## config.mk

```make
export PLATFORM = sky130hd
export DESIGN_NAME = dma_burst_seq
export DESIGN_NICKNAME = d
export VERILOG_FILES = /design/src/rtl/dma_burst_seq.sv
export SDC_FILE = /design/constraint.sdc
export NUM_CORES = 1
export LEC_CHECK = 0
export ABC_CLOCK_PERIOD_IN_PS = 6300
export BUFFER_PORTS_ARGS = -buffer_cell sky130_fd_sc_hd__buf_4
export CAP_MARGIN = 20
export CORE_AREA = 2 2 57 85
export CTS_CLUSTER_DIAMETER = 200
export DETAILED_ROUTE_END_ITERATION = 7
export DIE_AREA = 0 0 59 87
export GPL_TIMING_DRIVEN = 0
export PLACE_DENSITY_LB_ADDON = 0.12
export SLEW_MARGIN = 5
export SYNTH_ARGS = -nofsm -noshare
export SYNTH_HDL_FRONTEND = slang
export SYNTH_SLANG_ARGS = --single-unit
export TNS_END_PERCENT = 10
```

## constraint.sdc

```tcl
create_clock -name clk -period 6.3 [get_ports clk]
set_input_delay 1.575 -clock clk [delete_from_list [all_inputs] [get_ports clk]]
set_output_delay 1.575 -clock clk [all_outputs]
set_load 0.01 [all_outputs]
```

## src/rtl/dma_burst_seq.sv

```systemverilog
module dma_burst_seq #(
  parameter int NUM_REQ = 38,
  parameter int LEN_W   = 16,
  localparam int SEL_W  = $clog2(NUM_REQ),
  localparam int BYTE_W = 6
) (
  input  logic               clk,
  input  logic               rst_n,
  input  logic [NUM_REQ-1:0] req_lines,
  input  logic [SEL_W-1:0]   req_sel,
  input  logic [LEN_W-1:0]   cfg_len,
  input  logic [1:0]         cfg_bsize,
  input  logic               cfg_en,
  input  logic               start,
  input  logic               irq_clr,
  output logic               cmd_valid,
  input  logic               cmd_ready,
  output logic [BYTE_W-1:0]  cmd_bytes,
  input  logic               burst_done,
  output logic               irq
);

  typedef enum logic [1:0] {S_IDLE, S_WAIT, S_ISSUE, S_BUSY} state_t;

  state_t              state;
  logic [LEN_W-1:0]    remain;
  logic [BYTE_W-1:0]   burst_bytes;
  logic [BYTE_W-1:0]   size_bytes;
  logic [BYTE_W-1:0]   next_bytes;
  logic [LEN_W-1:0]    left_after;
  logic                req_hit;

  assign req_hit    = (int'(req_sel) < NUM_REQ) ? req_lines[req_sel] : 1'b0;
  assign size_bytes = (cfg_bsize == 2'd0) ? BYTE_W'(8) :
                      (cfg_bsize == 2'd1) ? BYTE_W'(16) : BYTE_W'(32);
  assign next_bytes = (remain < LEN_W'(size_bytes)) ? remain[BYTE_W-1:0] : size_bytes;
  assign left_after = remain - LEN_W'(burst_bytes);

  assign cmd_valid = (state == S_ISSUE);
  assign cmd_bytes = burst_bytes;

  always_ff @(posedge clk or negedge rst_n) begin
    if (!rst_n) begin
      state       <= S_IDLE;
      remain      <= '0;
      burst_bytes <= '0;
      irq         <= 1'b0;
    end else begin
      if (irq_clr) irq <= 1'b0;
      case (state)
        S_IDLE: begin
          if (start && cfg_en) begin
            if (cfg_len == '0) irq <= 1'b1;
            else begin
              remain <= cfg_len;
              state  <= S_WAIT;
            end
          end
        end
        S_WAIT: begin
          if (!cfg_en) state <= S_IDLE;
          else if (req_hit) begin
            burst_bytes <= next_bytes;
            state       <= S_ISSUE;
          end
        end
        S_ISSUE: begin
          if (cmd_ready) state <= S_BUSY;
        end
        S_BUSY: begin
          if (burst_done) begin
            remain <= left_after;
            if (left_after == '0) begin
              irq   <= 1'b1;
              state <= S_IDLE;
            end else if (!cfg_en) state <= S_IDLE;
            else state <= S_WAIT;
          end
        end
        default: state <= S_IDLE;
      endcase
    end
  end

endmodule

```

==> results of run 1 <==
cells in the mapped netlist, types with 3 or more instances:
cell type and n:
nor3_1 6, nand3_1 6, nand2b_1 6, clkbuf_1 6
o22ai_1 7, mux2i_1 15, xor2_1 3, nand2_1 24
nand4_1 3, ha_1 12, nor2_1 25, nor4_1 6
o22a_1 3, dfrtp_1 25, o21ai_0 12, a21oi_1 23
mux4_1 8, inv_1 19, nand3b_1 4
per-layer routing:
layer / vias to the layer above / track usage (%) / wire length, um
met2: 84 / 48.7 / 3550
met5: - / 0 / 0
met3: 18 / 3.86 / 340
met4: 0 / 11.4 / 185
li1: 1151 / - / -
met1: 1115 / 27.4 / 2230
power groups by stage:
stage,Sequential [mW],Clock [mW],Combinational [mW]
global placement,0.306,0,0.728
global route,0.316,0.105,0.847
finish,0.308,0.0980,0.763
floorplan,0.294,0,0.551
detailed placement,0.310,0,0.754
CTS,0.306,0.0993,0.759
kinds of logic (layout without fill, tap and decap cells):
logic type	count (synthesis)	in the layout	share of synthesized area (%)
multiplexers	24	24	16.0
AND/OR/NAND/NOR	93	93	20.2
flip-flops	25	25	27.0
XOR/XNOR	5	5	1.89
AO/OA/AOI/OAI	73	73	21.5
adder cells (fa/ha/maj)	13	13	7.34
buffers and inverters	31	110	6.04
tightest hold or removal path, delay by kind of cell (launching register included):
kind | cells | cell delay, ns
flops | 1 | 0.38
compound gates | 1 | 0.06
simple gates | 1 | 0.05
stage by stage:
step / utilization (%) / worst slack [ns]
2_1_floorplan: - / 2.75
3_3_place_gp: 66.3 / 2.53
3_5_place_dp: 66.4 / 2.49
4_1_cts: 67.4 / 2.78
5_1_grt: 67.4 / 2.65
6_report: 67.4 / 2.80
worst max path at each step:
stage | start | endpoint | slack [ns]
after CTS | req_sel[0] | cmd_bytes[0] | 2.78
after detailed placement | req_sel[0] | cmd_bytes[0] | 2.49
after global routing | req_sel[0] | cmd_bytes[0] | 2.65
final | req_sel[0] | cmd_bytes[2] | 2.80
after global placement | req_sel[0] | cmd_bytes[1] | 2.53
after floorplan | req_sel[0] | state[0] | 2.75
layout make-up:
type	count	area [sq um]	share of cell area [%]
multi-input cells	208	1560	52.1
flip-flops and latches	25	626	20.9
repair buffers	75	561	18.8
inverters	19	71.3	2.39
plain buffers	12	68.8	2.30
well taps	48	60.1	2.01
clock buffers	4	45.0	1.51
flip-flops by register name (all words and copies together) (netlist names), named ones only:
name       cells
irq            1
state          1
cmd_bytes      6
remain        16
==> metrics.log, run 1 <==
[metrics] number of antenna diodes: 0
[metrics] source of the worst register-to-register timing path: cmd_bytes[0]
[metrics] synth-to-layout area growth: 28.7%
[metrics] final count of pins violating max slew: 0
[metrics] share of the clock period used by the worst path: 55.6%
[metrics] Bufs and invs on worst path: 2
[metrics] Fin Clk Skew: 0.00637 ns
[metrics] clock slew at the register clock pins of the worst setup and hold paths: 0.09 ns
[metrics] number of remaining DRC errors: 0
[metrics] Final Hold Fails: 0
[metrics] Main synth FF type: dfrtp_1
[metrics] CTS tree: yes
[metrics] routed vias/inst: 6.06
[metrics] number of distinct library cells after synthesis: 54
[metrics] clock latency reported for the late side of the worst-skew pair: 0.27 ns
[metrics] number of design-rule violations left by the first detailed-router iteration: 66
[metrics] crit path max fanout: 10
[metrics] number of setup buffers added after CTS: 0
[metrics] Sw Ratio: 48.3%
[metrics] largest buffer count on any clock path: 2
[metrics] result of the run: finished clean
[metrics] net switching power figure: 0.564 mW
[metrics] depth of the critical timing path with buffers and inverters included: 8
[metrics] leakage power of the design: 1.37 nW
[metrics] top-level port count: 77
[metrics] placer congestion estimate: 0.876
[metrics] detailed-placement wirelength estimate: 5250 um
[metrics] kind of cell with the highest combined delay on the critical path: multiplexers
[metrics] Sink Count: 25
[metrics] cell depth of the worst hold path: 2
[metrics] overall power consumption: 1.17 mW
[metrics] number of nets produced by synthesis: 346
[metrics] wire length of the first global-routing pass: 10,300 um
[metrics] highest-delay cell along the critical path: mux4_1
[metrics] number of buffers inserted during clock tree synthesis: 3
[metrics] relative contribution of combinational cells to total power: 65.3%
[metrics] number of fill cells in the layout: 413
[metrics] initial antenna violation count: 0
[metrics] WHS Endpoint: cmd_bytes[3]
[metrics] most common cell after layout, fill and taps aside: buf_4
[metrics] vias after detailed routing: 2,368
[metrics] terminus of the critical flop-to-flop path: irq
[metrics] H-tree Lvls: 1
[metrics] cell area after synthesis: 2320 sq um
[metrics] cts repair resizes: 0
[metrics] Worst Hold Slack: 0.518 ns
[metrics] die footprint: 5130 sq um
[metrics] pwr/cell area: 391 nW/um^2
[metrics] Power Internal: 0.604 mW
[metrics] fin nets: 426
[metrics] Rel. slew slack: 58.2%
[metrics] cell breakdown of the critical path: buf_6 -> mux4_1 -> mux2_2 -> o2111a_1 -> o32ai_2 -> or2_2 -> buf_4 -> o21ai_0
[metrics] Synth top area share: 27.0%
[metrics] share of total power in sequential cells: 26.3%
[metrics] drt total wl: 6300 um
[metrics] starting density of the core: 52.4%
[metrics] Layout Cells excl Fill: 391
[metrics] number of maximum-capacitance constraint violations: 0
[metrics] maximum resistive drop on vdd: 184 uV
[metrics] hold-fix buffer count after cts: 0
[metrics] number of nets with antenna violations after detailed routing: 0
[metrics] fraction of final layout cells with drive strength greater than 1: 26.5%
[metrics] setup slack, reg-to-reg: 3.34 ns
[metrics] all-layer global routing usage: 25.9%
[metrics] number of enable-type register cells in the synthesized netlist: 0
[metrics] count of state elements after synthesis: 25
[metrics] dpl cell area: 2940 sq um
[metrics] Core Footprint: 4430 sq um
[metrics] part of the Yosys area used for sequential elements: 27.0%
[metrics] CTS Root Cell: clkbuf_8
[metrics] instance count of the mapped netlist: 264
[metrics] r2r worst-path depth: 9
[metrics] count of yosys warnings during synthesis: 0
[metrics] total grt overflow: 0
[metrics] cell area after layout: 2990 sq um
[metrics] drt pass-1 iters: 4
[metrics] source of the worst hold timing path: cmd_bytes[3]
[metrics] most frequent cells in the layout: 76 x buf_4, 25 x nor2_1, 25 x dfrtp_1
[metrics] top area cells in the synthesized netlist: dfrtp_1 27%, mux4_1 9.1%, ha_1 6.5%
[metrics] unrepaired setup endpoints after global routing: false
[metrics] Finish-stage setup viols: 0
[metrics] required time of the worst setup path: 6.46 ns
[metrics] crit path DAT: 3.66 ns
[metrics] post-DR wirelength/cell: 16.1 um
[metrics] CP Capture Type: flip-flop
[metrics] type of the tightest min-delay check: reg2reg
[metrics] die boundary width: 59 um
[metrics] number of buffers inserted by port buffering: 74
[metrics] type of the worst setup path: in2reg
[metrics] die outline height: 87 um
[metrics] cell taking the most area after synthesis: dfrtp_1
[metrics] highest cell delay on the worst timing path: 0.55 ns
[metrics] largest net degree at the start of global routing: 26
[metrics] setup_tns: 0 ns
[metrics] vias in the first global route: 2,327
[metrics] worst slew pin tran: 0.621 ns
[metrics] clock network power share: 8.4%
[metrics] kind of start point of the critical path: primary input
[metrics] share of async-settable or async-resettable flops after synthesis: 100%
[metrics] number of placement rows: 30
[metrics] placed instance count: 387
[metrics] maximum operating frequency: 286 MHz
[metrics] post-route minimum period: 3.50 ns
[metrics] synthesized area per cell: 8.79 sq um
Power figures use the tool's default switching activity.
==> run 2: changes to the inputs <==
Settings changed: ABC_CLOCK_PERIOD_IN_PS 6300 to 3500, CORE_AREA 2 2 57 85 to 2 2 59 88, DIE_AREA 0 0 59 87 to 0 0 61 90.
Clock period 6.3 ns to 3.5 ns, I/O delays scaled along.
==> metrics.log, run 2 (same netlist as run 1, synthesis figures left out) <==
[metrics] number of antenna diodes: 0 (unchanged)
[metrics] largest reg by FF count: remain (unchanged)
[metrics] Core Footprint: 4770 sq um (was 4430 sq um)
[metrics] Worst Hold Slack: 0.504 ns (was 0.518 ns)
[metrics] number of maximum-capacitance constraint violations: 0 (unchanged)
[metrics] type of the worst setup path: reg2reg (was in2reg)
[metrics] unrepaired setup endpoints after global routing: false (unchanged)
[metrics] pwr/cell area: 691 nW/um^2 (was 391 nW/um^2)
[metrics] die footprint: 5490 sq um (was 5130 sq um)
[metrics] Sink Count: 25 (unchanged)
[metrics] most common cell after layout, fill and taps aside: buf_4 (unchanged)
[metrics] placer congestion estimate: 0.901 (was 0.876)
[metrics] detailed-placement wirelength estimate: 5050 um (was 5250 um)
[metrics] terminus of the critical flop-to-flop path: irq (unchanged)
[metrics] Worst setup endpoint: irq (was cmd_bytes[2])
[metrics] synth-to-layout area growth: 29.7% (was 28.7%)
[metrics] Critical path origin: cmd_bytes[0] (was req_sel[0])
[metrics] kind of start point of the critical path: flip-flop (was primary input)
[metrics] CTS tree: yes (unchanged)
[metrics] hold-fix buffer count after cts: 0 (unchanged)
[metrics] r2r worst-path depth: 9 (unchanged)
[metrics] number of placement rows: 31 (was 30)
[metrics] Rel. slew slack: 58.5% (was 58.2%)
[metrics] number of fill cells in the layout: 463 (was 413)
[metrics] CP Capture Type: flip-flop (unchanged)
[metrics] type of the tightest min-delay check: in2async (was reg2reg)
[metrics] worst slew pin tran: 0.623 ns (was 0.621 ns)
[metrics] clock slew at the register clock pins of the worst setup and hold paths: 0.09 ns (about the same)
[metrics] met3 layer wire length in the routed design: 273 um (was 340 um)
[metrics] fraction of final layout cells with drive strength greater than 1: 26.5% (unchanged)
[metrics] Finish-stage setup viols: 0 (unchanged)
[metrics] maximum resistive drop on vdd: 387 uV (was 184 uV)
[metrics] clock network power share: 8.3% (was 8.4%)
[metrics] number of buffers inserted by port buffering: 74 (unchanged)
[metrics] routed vias/inst: 5.67 (was 6.06)
[metrics] fin nets: 426 (unchanged)
[metrics] post-route minimum period: 2.94 ns
[metrics] cts repair resizes: 0 (unchanged)
[metrics] maximum operating frequency: 340 MHz
[metrics] setup_tns: 0 ns (unchanged)
[metrics] number of remaining DRC errors: 0 (unchanged)
[metrics] routed wire length on met2: 3350 um (was 3550 um)
[metrics] number of nets with antenna violations after detailed routing: 0 (unchanged)
[metrics] drt total wl: 6080 um (was 6300 um)
[metrics] die outline height: 90 um (was 87 um)
[metrics] initial antenna violation count: 0 (unchanged)
[metrics] post-DR wirelength/cell: 14.9 um (was 16.1 um)
[metrics] Sw Ratio: 47.9% (was 48.3%)
[metrics] highest-delay cell along the critical path: or4b_1 (was mux4_1)
[metrics] clock latency reported for the late side of the worst-skew pair: 0.27 ns (about the same)
[metrics] relative contribution of combinational cells to total power: 65.1% (was 65.3%)
[metrics] number of setup buffers added after CTS: 0 (unchanged)
[metrics] drt pass-1 iters: 4 (unchanged)
[metrics] cell breakdown of the critical path: ha_1 -> fa_1 -> nand2b_1 -> a21oi_1 -> a211oi_1 -> or4b_1 -> a21o_1 -> a2111oi_2 -> a41o_1 (was buf_6 -> mux4_1 -> mux2_2 -> o2111a_1 -> o32ai_2 -> or2_2 -> buf_4 -> o21ai_0)
[metrics] total grt overflow: 0 (unchanged)
[metrics] number of design-rule violations left by the first detailed-router iteration: 86 (was 66)
[metrics] largest buffer count on any clock path: 2 (unchanged)
[metrics] number of buffers inserted during clock tree synthesis: 3 (unchanged)
[metrics] most frequent cells in the layout: 76 x buf_4, 25 x nor2_1, 25 x dfrtp_1 (unchanged)
[metrics] number of flip-flops under the largest register name: 16 (unchanged)
[metrics] Final Hold Fails: 0 (unchanged)
[metrics] Power Internal: 1.08 mW (was 0.604 mW)
[metrics] highest cell delay on the worst timing path: 0.48 ns (was 0.55 ns)
[metrics] vias in the first global route: 2,333 (was 2,327)
[metrics] source of the worst register-to-register timing path: cmd_bytes[0] (unchanged)
[metrics] top-level port count: 77 (unchanged)
[metrics] largest net degree at the start of global routing: 26 (unchanged)
[metrics] net switching power figure: 0.995 mW (was 0.564 mW)
[metrics] leakage power of the design: 1.37 nW (unchanged)
[metrics] final count of pins violating max slew: 0 (unchanged)
[metrics] all-layer global routing usage: 23.2% (was 25.9%)
[metrics] crit path DAT: 3.15 ns (was 3.66 ns)
[metrics] uppermost routed layer: met4 (unchanged)
[metrics] CTS Root Cell: clkbuf_8 (unchanged)
[metrics] vias after detailed routing: 2,321 (was 2,368)
[metrics] result of the run: finished clean (unchanged)
[metrics] die boundary width: 61 um (was 59 um)
[metrics] setup slack, reg-to-reg: 0.56 ns (was 3.34 ns)
[metrics] required time of the worst setup path: 3.71 ns (was 6.46 ns)
[metrics] wire length of the first global-routing pass: 9960 um (was 10,300 um)
[metrics] crit path max fanout: 3 (was 10)
[metrics] share of total power in sequential cells: 26.6% (was 26.3%)
[metrics] Fin Clk Skew: 0.00627 ns (was 0.00637 ns)
[metrics] H-tree Lvls: 1 (unchanged)
[metrics] starting density of the core: 48.6% (was 52.4%)
[metrics] DRT met1 WL: 2300 um (was 2230 um)
[metrics] share of the clock period used by the worst path: 84.0%
run 2: stage by stage:
step,instance area (sq um),utilization [%],std cells,power [mW],worst slack [ns]
4_1_cts,3010,63.1,409,2.08,0.550
6_report,3010,63.1,409,2.08,0.559
3_5_place_dp,2960,62.1,405,1.90,0.365
3_3_place_gp,2960,62.0,404,1.87,0.422
5_1_grt,3010,63.1,409,2.28,0.408
2_1_floorplan,2320,-,264,1.52,0.649
run 2: cell type report:
cell class              instances  area [sq um]  area share (%)
well taps                      66          82.6            2.74
multi-input cells             208          1560            51.7
flip-flops and latches         25           626            20.8
inverters                      19          71.3            2.37
clock buffers                   4          45.0            1.50
repair buffers                 75           561            18.6
plain buffers                  12          68.8            2.29
run 2: power groups by stage:
stage               sequential, mW  combinational [mW]  clock [mW]
floorplan                    0.529               0.992           0
global placement             0.551                1.31           0
detailed placement           0.557                1.35           0
CTS                          0.551                1.35       0.180
global route                 0.570                1.52       0.194
finish                       0.552                1.35       0.173
run 2: critical path, delay by kind of cell (launching register included):
kind | cells | cell delay (ns)
flops | 1 | 0.41
compound gates | 5 | 1.20
simple gates | 2 | 0.65
fa+ha+maj | 2 | 0.63
run 2: worst min-delay path by stage:
stage                       startpoint      endpoint  slack (ns)  cells after the start
after floorplan              remain[9]     remain[9]        0.49                      2
after global placement    cmd_bytes[2]  cmd_bytes[2]        0.49                      2
after detailed placement  cmd_bytes[2]  cmd_bytes[2]        0.51                      2
after CTS                        rst_n     remain[0]        0.51                      1
after global routing             rst_n     remain[0]        0.51                      1
final                            rst_n    remain[10]        0.50                      1
run 2: routing by layer:
| metal | vias up | GRT usage [%] |
|---|---|---|
| li1 | 1153 | - |
| met4 | 0 | 7.79 |
| met2 | 74 | 44.2 |
| met3 | 14 | 2.88 |
| met1 | 1080 | 24.5 |
| met5 | - | 0 |
==> run 3: changes to the inputs <==
Settings changed: ABC_AREA set to 1, ABC_CLOCK_PERIOD_IN_PS 3500 to 2500, CORE_AREA 2 2 59 88 to 2 2 63 95, DIE_AREA 0 0 61 90 to 0 0 65 97.
Clock period 3.5 ns to 2.5 ns, I/O delays scaled along.
==> metrics.log, run 3 <==
[metrics] drt pass-1 iters: 4 (unchanged)
[metrics] fin nets: 583 (was 426)
[metrics] number of buffers inserted by port buffering: 76 (was 74)
[metrics] placed instance count: 566 (was 405)
[metrics] post-DR wirelength/cell: 13.1 um (was 14.9 um)
[metrics] number of setup buffers added after CTS: 0 (unchanged)
[metrics] maximum operating frequency: 437 MHz (was 340 MHz)
[metrics] Sink Count: 25 (unchanged)
[metrics] detailed-placement wirelength estimate: 6210 um (was 5050 um)
[metrics] largest reg by FF count: remain (unchanged)
[metrics] crit path DAT: 2.51 ns (was 3.15 ns)
[metrics] depth of the critical timing path with buffers and inverters included: 15 (was 9)
[metrics] wire length of the first global-routing pass: 12,500 um (was 9960 um)
[metrics] synthesized area per cell: 6.00 sq um (was 8.79 sq um)
[metrics] share of the clock period used by the worst path: 91.5% (was 84.0%)
[metrics] cell breakdown of the critical path: ha_2 -> fa_2 -> inv_1 -> nand3_1 -> nand2_2 -> nand2_4 -> nand3_1 -> nand2_1 -> nor2_1 -> nand3_1 -> nor2_2 -> nand3_1 -> nand2_1 -> nand2_1 -> a21oi_2 (was ha_1 -> fa_1 -> nand2b_1 -> a21oi_1 -> a211oi_1 -> or4b_1 -> a21o_1 -> a2111oi_2 -> a41o_1)
[metrics] clock latency reported for the late side of the worst-skew pair: 0.28 ns (was 0.27 ns)
[metrics] number of placement rows: 33 (was 31)
[metrics] setup_tns: 0 ns (unchanged)
[metrics] CTS Root Cell: clkbuf_8 (unchanged)
[metrics] cell area after layout: 3240 sq um (was 3010 sq um)
[metrics] kind of cell with the highest combined delay on the critical path: simple AND/OR/NAND/NOR gates (was compound AO/OA/AOI/OAI gates)
[metrics] critical path's most frequent cell: nand3_1
[metrics] Finish-stage setup viols: 0 (unchanged)
[metrics] number of distinct library cells after synthesis: 35 (was 54)
[metrics] starting density of the core: 46.6% (was 48.6%)
[metrics] source of the worst register-to-register timing path: cmd_bytes[0] (unchanged)
[metrics] number of buffers inserted during clock tree synthesis: 3 (unchanged)
[metrics] required time of the worst setup path: 2.72 ns (was 3.71 ns)
[metrics] number of nets produced by synthesis: 502 (was 346)
[metrics] number of maximum-capacitance constraint violations: 0 (unchanged)
[metrics] Main synth FF type: dfrtp_1 (unchanged)
[metrics] maximum resistive drop on vdd: 416 uV (was 387 uV)
[metrics] largest net degree at the start of global routing: 26 (unchanged)
[metrics] share of async-settable or async-resettable flops after synthesis: 100% (unchanged)
[metrics] overall power consumption: 3.65 mW (was 2.08 mW)
[metrics] number of antenna diodes: 0 (unchanged)
[metrics] initial antenna violation count: 0 (unchanged)
[metrics] setup slack, reg-to-reg: 0.21 ns (was 0.56 ns)
[metrics] Layout Cells excl Fill: 570 (was 409)
[metrics] number of flip-flops under the largest register name: 16 (unchanged)
[metrics] drt total wl: 7470 um (was 6080 um)
[metrics] clock slew at the register clock pins of the worst setup and hold paths: 0.10 ns (was 0.09 ns)
[metrics] leakage power of the design: 1.69 nW (was 1.37 nW)
[metrics] die outline height: 97 um (was 90 um)
[metrics] setup slack after placement: 0.0690 ns (was 0.365 ns)
[metrics] die boundary width: 65 um (was 61 um)
[metrics] all-layer global routing usage: 24.9% (was 23.2%)
[metrics] type of the worst setup path: reg2reg (unchanged)
[metrics] pwr/cell area: 1120 nW/um^2 (was 691 nW/um^2)
[metrics] highest-delay cell along the critical path: dfrtp_1 (was or4b_1)
[metrics] highest cell delay on the worst timing path: 0.42 ns (was 0.48 ns)
[metrics] most frequent cells after synthesis: 115 x nand2_1, 66 x nor2_1, 50 x inv_1 (was 25 x dfrtp_1, 25 x nor2_1, 24 x nand2_1)
[metrics] cell taking the most area after synthesis: dfrtp_1 (unchanged)
[metrics] part of the Yosys area used for sequential elements: 24.8% (was 27.0%)
[metrics] number of enable-type register cells in the synthesized netlist: 0 (unchanged)
[metrics] Critical path origin: cmd_bytes[0] (unchanged)
[metrics] Core Footprint: 5410 sq um (was 4770 sq um)
[metrics] most numerous cell in the Yosys netlist: nand2_1
[metrics] dpl cell area: 3180 sq um (was 2960 sq um)
[metrics] unrepaired setup endpoints after global routing: false (unchanged)
[metrics] largest buffer count on any clock path: 2 (unchanged)
[metrics] placer congestion estimate: 0.917 (was 0.901)
[metrics] number of nets with antenna violations after detailed routing: 0 (unchanged)
[metrics] die footprint: 6310 sq um (was 5490 sq um)
[metrics] CTS tree: yes (unchanged)
[metrics] Fin Clk Skew: 0.00361 ns (was 0.00627 ns)
[metrics] vias in the first global route: 2,922 (was 2,333)
[metrics] count of state elements after synthesis: 25 (unchanged)
[metrics] final count of pins violating max slew: 0 (unchanged)
[metrics] Worst setup endpoint: irq (unchanged)
[metrics] terminus of the critical flop-to-flop path: irq (unchanged)
[metrics] most common cell after layout, fill and taps aside: nand2_1 (was buf_4)
[metrics] top area cells in the synthesized netlist: dfrtp_1 25%, nand2_1 17%, nor2_1 9.8% (was dfrtp_1 27%, mux4_1 9.1%, ha_1 6.5%)
[metrics] vias after detailed routing: 2,965 (was 2,321)
[metrics] worst slew pin tran: 0.572 ns (was 0.623 ns)
[metrics] most frequent cells in the layout: 114 x nand2_1, 77 x buf_4, 65 x nor2_1 (was 76 x buf_4, 25 x nor2_1, 25 x dfrtp_1)
[metrics] instance count of the mapped netlist: 420 (was 264)
[metrics] total grt overflow: 0 (unchanged)
[metrics] Util after Layout: 60.0% (was 63.1%)
[metrics] Final Hold Fails: 0 (unchanged)
[metrics] H-tree Lvls: 1 (unchanged)
[metrics] cell area after synthesis: 2520 sq um (was 2320 sq um)
[metrics] number of remaining DRC errors: 0 (unchanged)
[metrics] minimum setup slack in the final design: 0.211 ns (was 0.559 ns)
[metrics] fraction of final layout cells with drive strength greater than 1: 22.2% (was 26.5%)
[metrics] routed vias/inst: 5.20 (was 5.67)
[metrics] count of yosys warnings during synthesis: 0 (unchanged)
[metrics] r2r worst-path depth: 15 (was 9)
[metrics] number of design-rule violations left by the first detailed-router iteration: 121 (was 86)
[metrics] Bufs and invs on worst path: 1 (was 0)
[metrics] type of the tightest min-delay check: in2async (unchanged)
[metrics] top-level port count: 77 (unchanged)
[metrics] crit path max fanout: 7 (was 3)
[metrics] post-route minimum period: 2.29 ns (was 2.94 ns)
[metrics] result of the run: finished clean (unchanged)
[metrics] Worst Hold Slack: 0.235 ns (was 0.504 ns)
[metrics] Synth top area share: 24.8% (was 27.0%)
[metrics] CP Capture Type: flip-flop (unchanged)
[metrics] Rel. slew slack: 61.9% (was 58.5%)
[metrics] kind of start point of the critical path: flip-flop (unchanged)
[metrics] synth-to-layout area growth: 28.6% (was 29.7%)
run 3: how the worst min path moves through the flow:
stage / startpoint / endpoint / slack [ns] / cells after the start
5_1_grt: rst_n / cmd_bytes[3] / 0.26 / 1
3_5_place_dp: cmd_bytes[5] / cmd_bytes[5] / 0.50 / 2
6_report: rst_n / cmd_bytes[3] / 0.24 / 1
2_1_floorplan: rst_n / asynchronous set/reset pin / 0.33 / 0
4_1_cts: rst_n / cmd_bytes[3] / 0.25 / 1
3_3_place_gp: cmd_bytes[4] / cmd_bytes[4] / 0.50 / 2
run 3: repair_timing:
action | in CTS | in global routing
hold endpoints to repair | 0 | 0
resized for setup | 0 | 5
endpoints found under the setup margin | 0 | 2
hold buffers | 0 | 0
run 3: cells by family (layout without fill, tap and decap cells):
kind of cell,Yosys count,count (layout),share of synthesized area (%)
and+or+nand+nor,232,232,38.9
AOI/OAI and AO/OA,78,78,18.2
buffers and inverters,71,151,11.1
DFF,25,25,24.8
adders and majority gates,13,13,6.75
xor gates and xnor gates,1,1,0.347
run 3: cell type report:
class	count	area, sq um
Clock buffer	3	41.3
Tap cell	70	87.6
Sequential cell	25	626
Timing Repair Buffer	76	571
Inverter	60	225
Fill cell	556	2170
Buffer	11	53.8
Clock inverter	1	7.51
Multi-Input combinational cell	324	1630
run 3: power by group:
| part | internal, mW | leakage (nW) | switching, mW |
|---|---|---|---|
| sequential | 0.603 | 0.313 | 0.193 |
| combinational | 0.951 | 1.35 | 1.63 |
| clock | 0.114 | 0.0217 | 0.156 |
run 3: metal layers:
metal  up-vias  global-route usage (%)  wire length [um]  share of wire [%]
met1      1317                    25.5              2800                 38
met5         -                       0                 0                  0
met2        99                    47.7              4040                 54
met3        25                    2.79               305                4.1
met4         0                    12.3               319                4.3
li1       1524                       -                 -                  -
run 3: worst register-to-register path: stages, from the launching register on:
cell and delay [ns]:
dfrtp_1 0.42, ha_2 0.22, fa_2 0.35, inv_1 0.09
nand3_1 0.10, nand2_2 0.12, nand2_4 0.09, nand3_1 0.08
nand2_1 0.08, nor2_1 0.10, nand3_1 0.10, nor2_2 0.15
nand3_1 0.10, nand2_1 0.07, nand2_1 0.06, a21oi_2 0.12
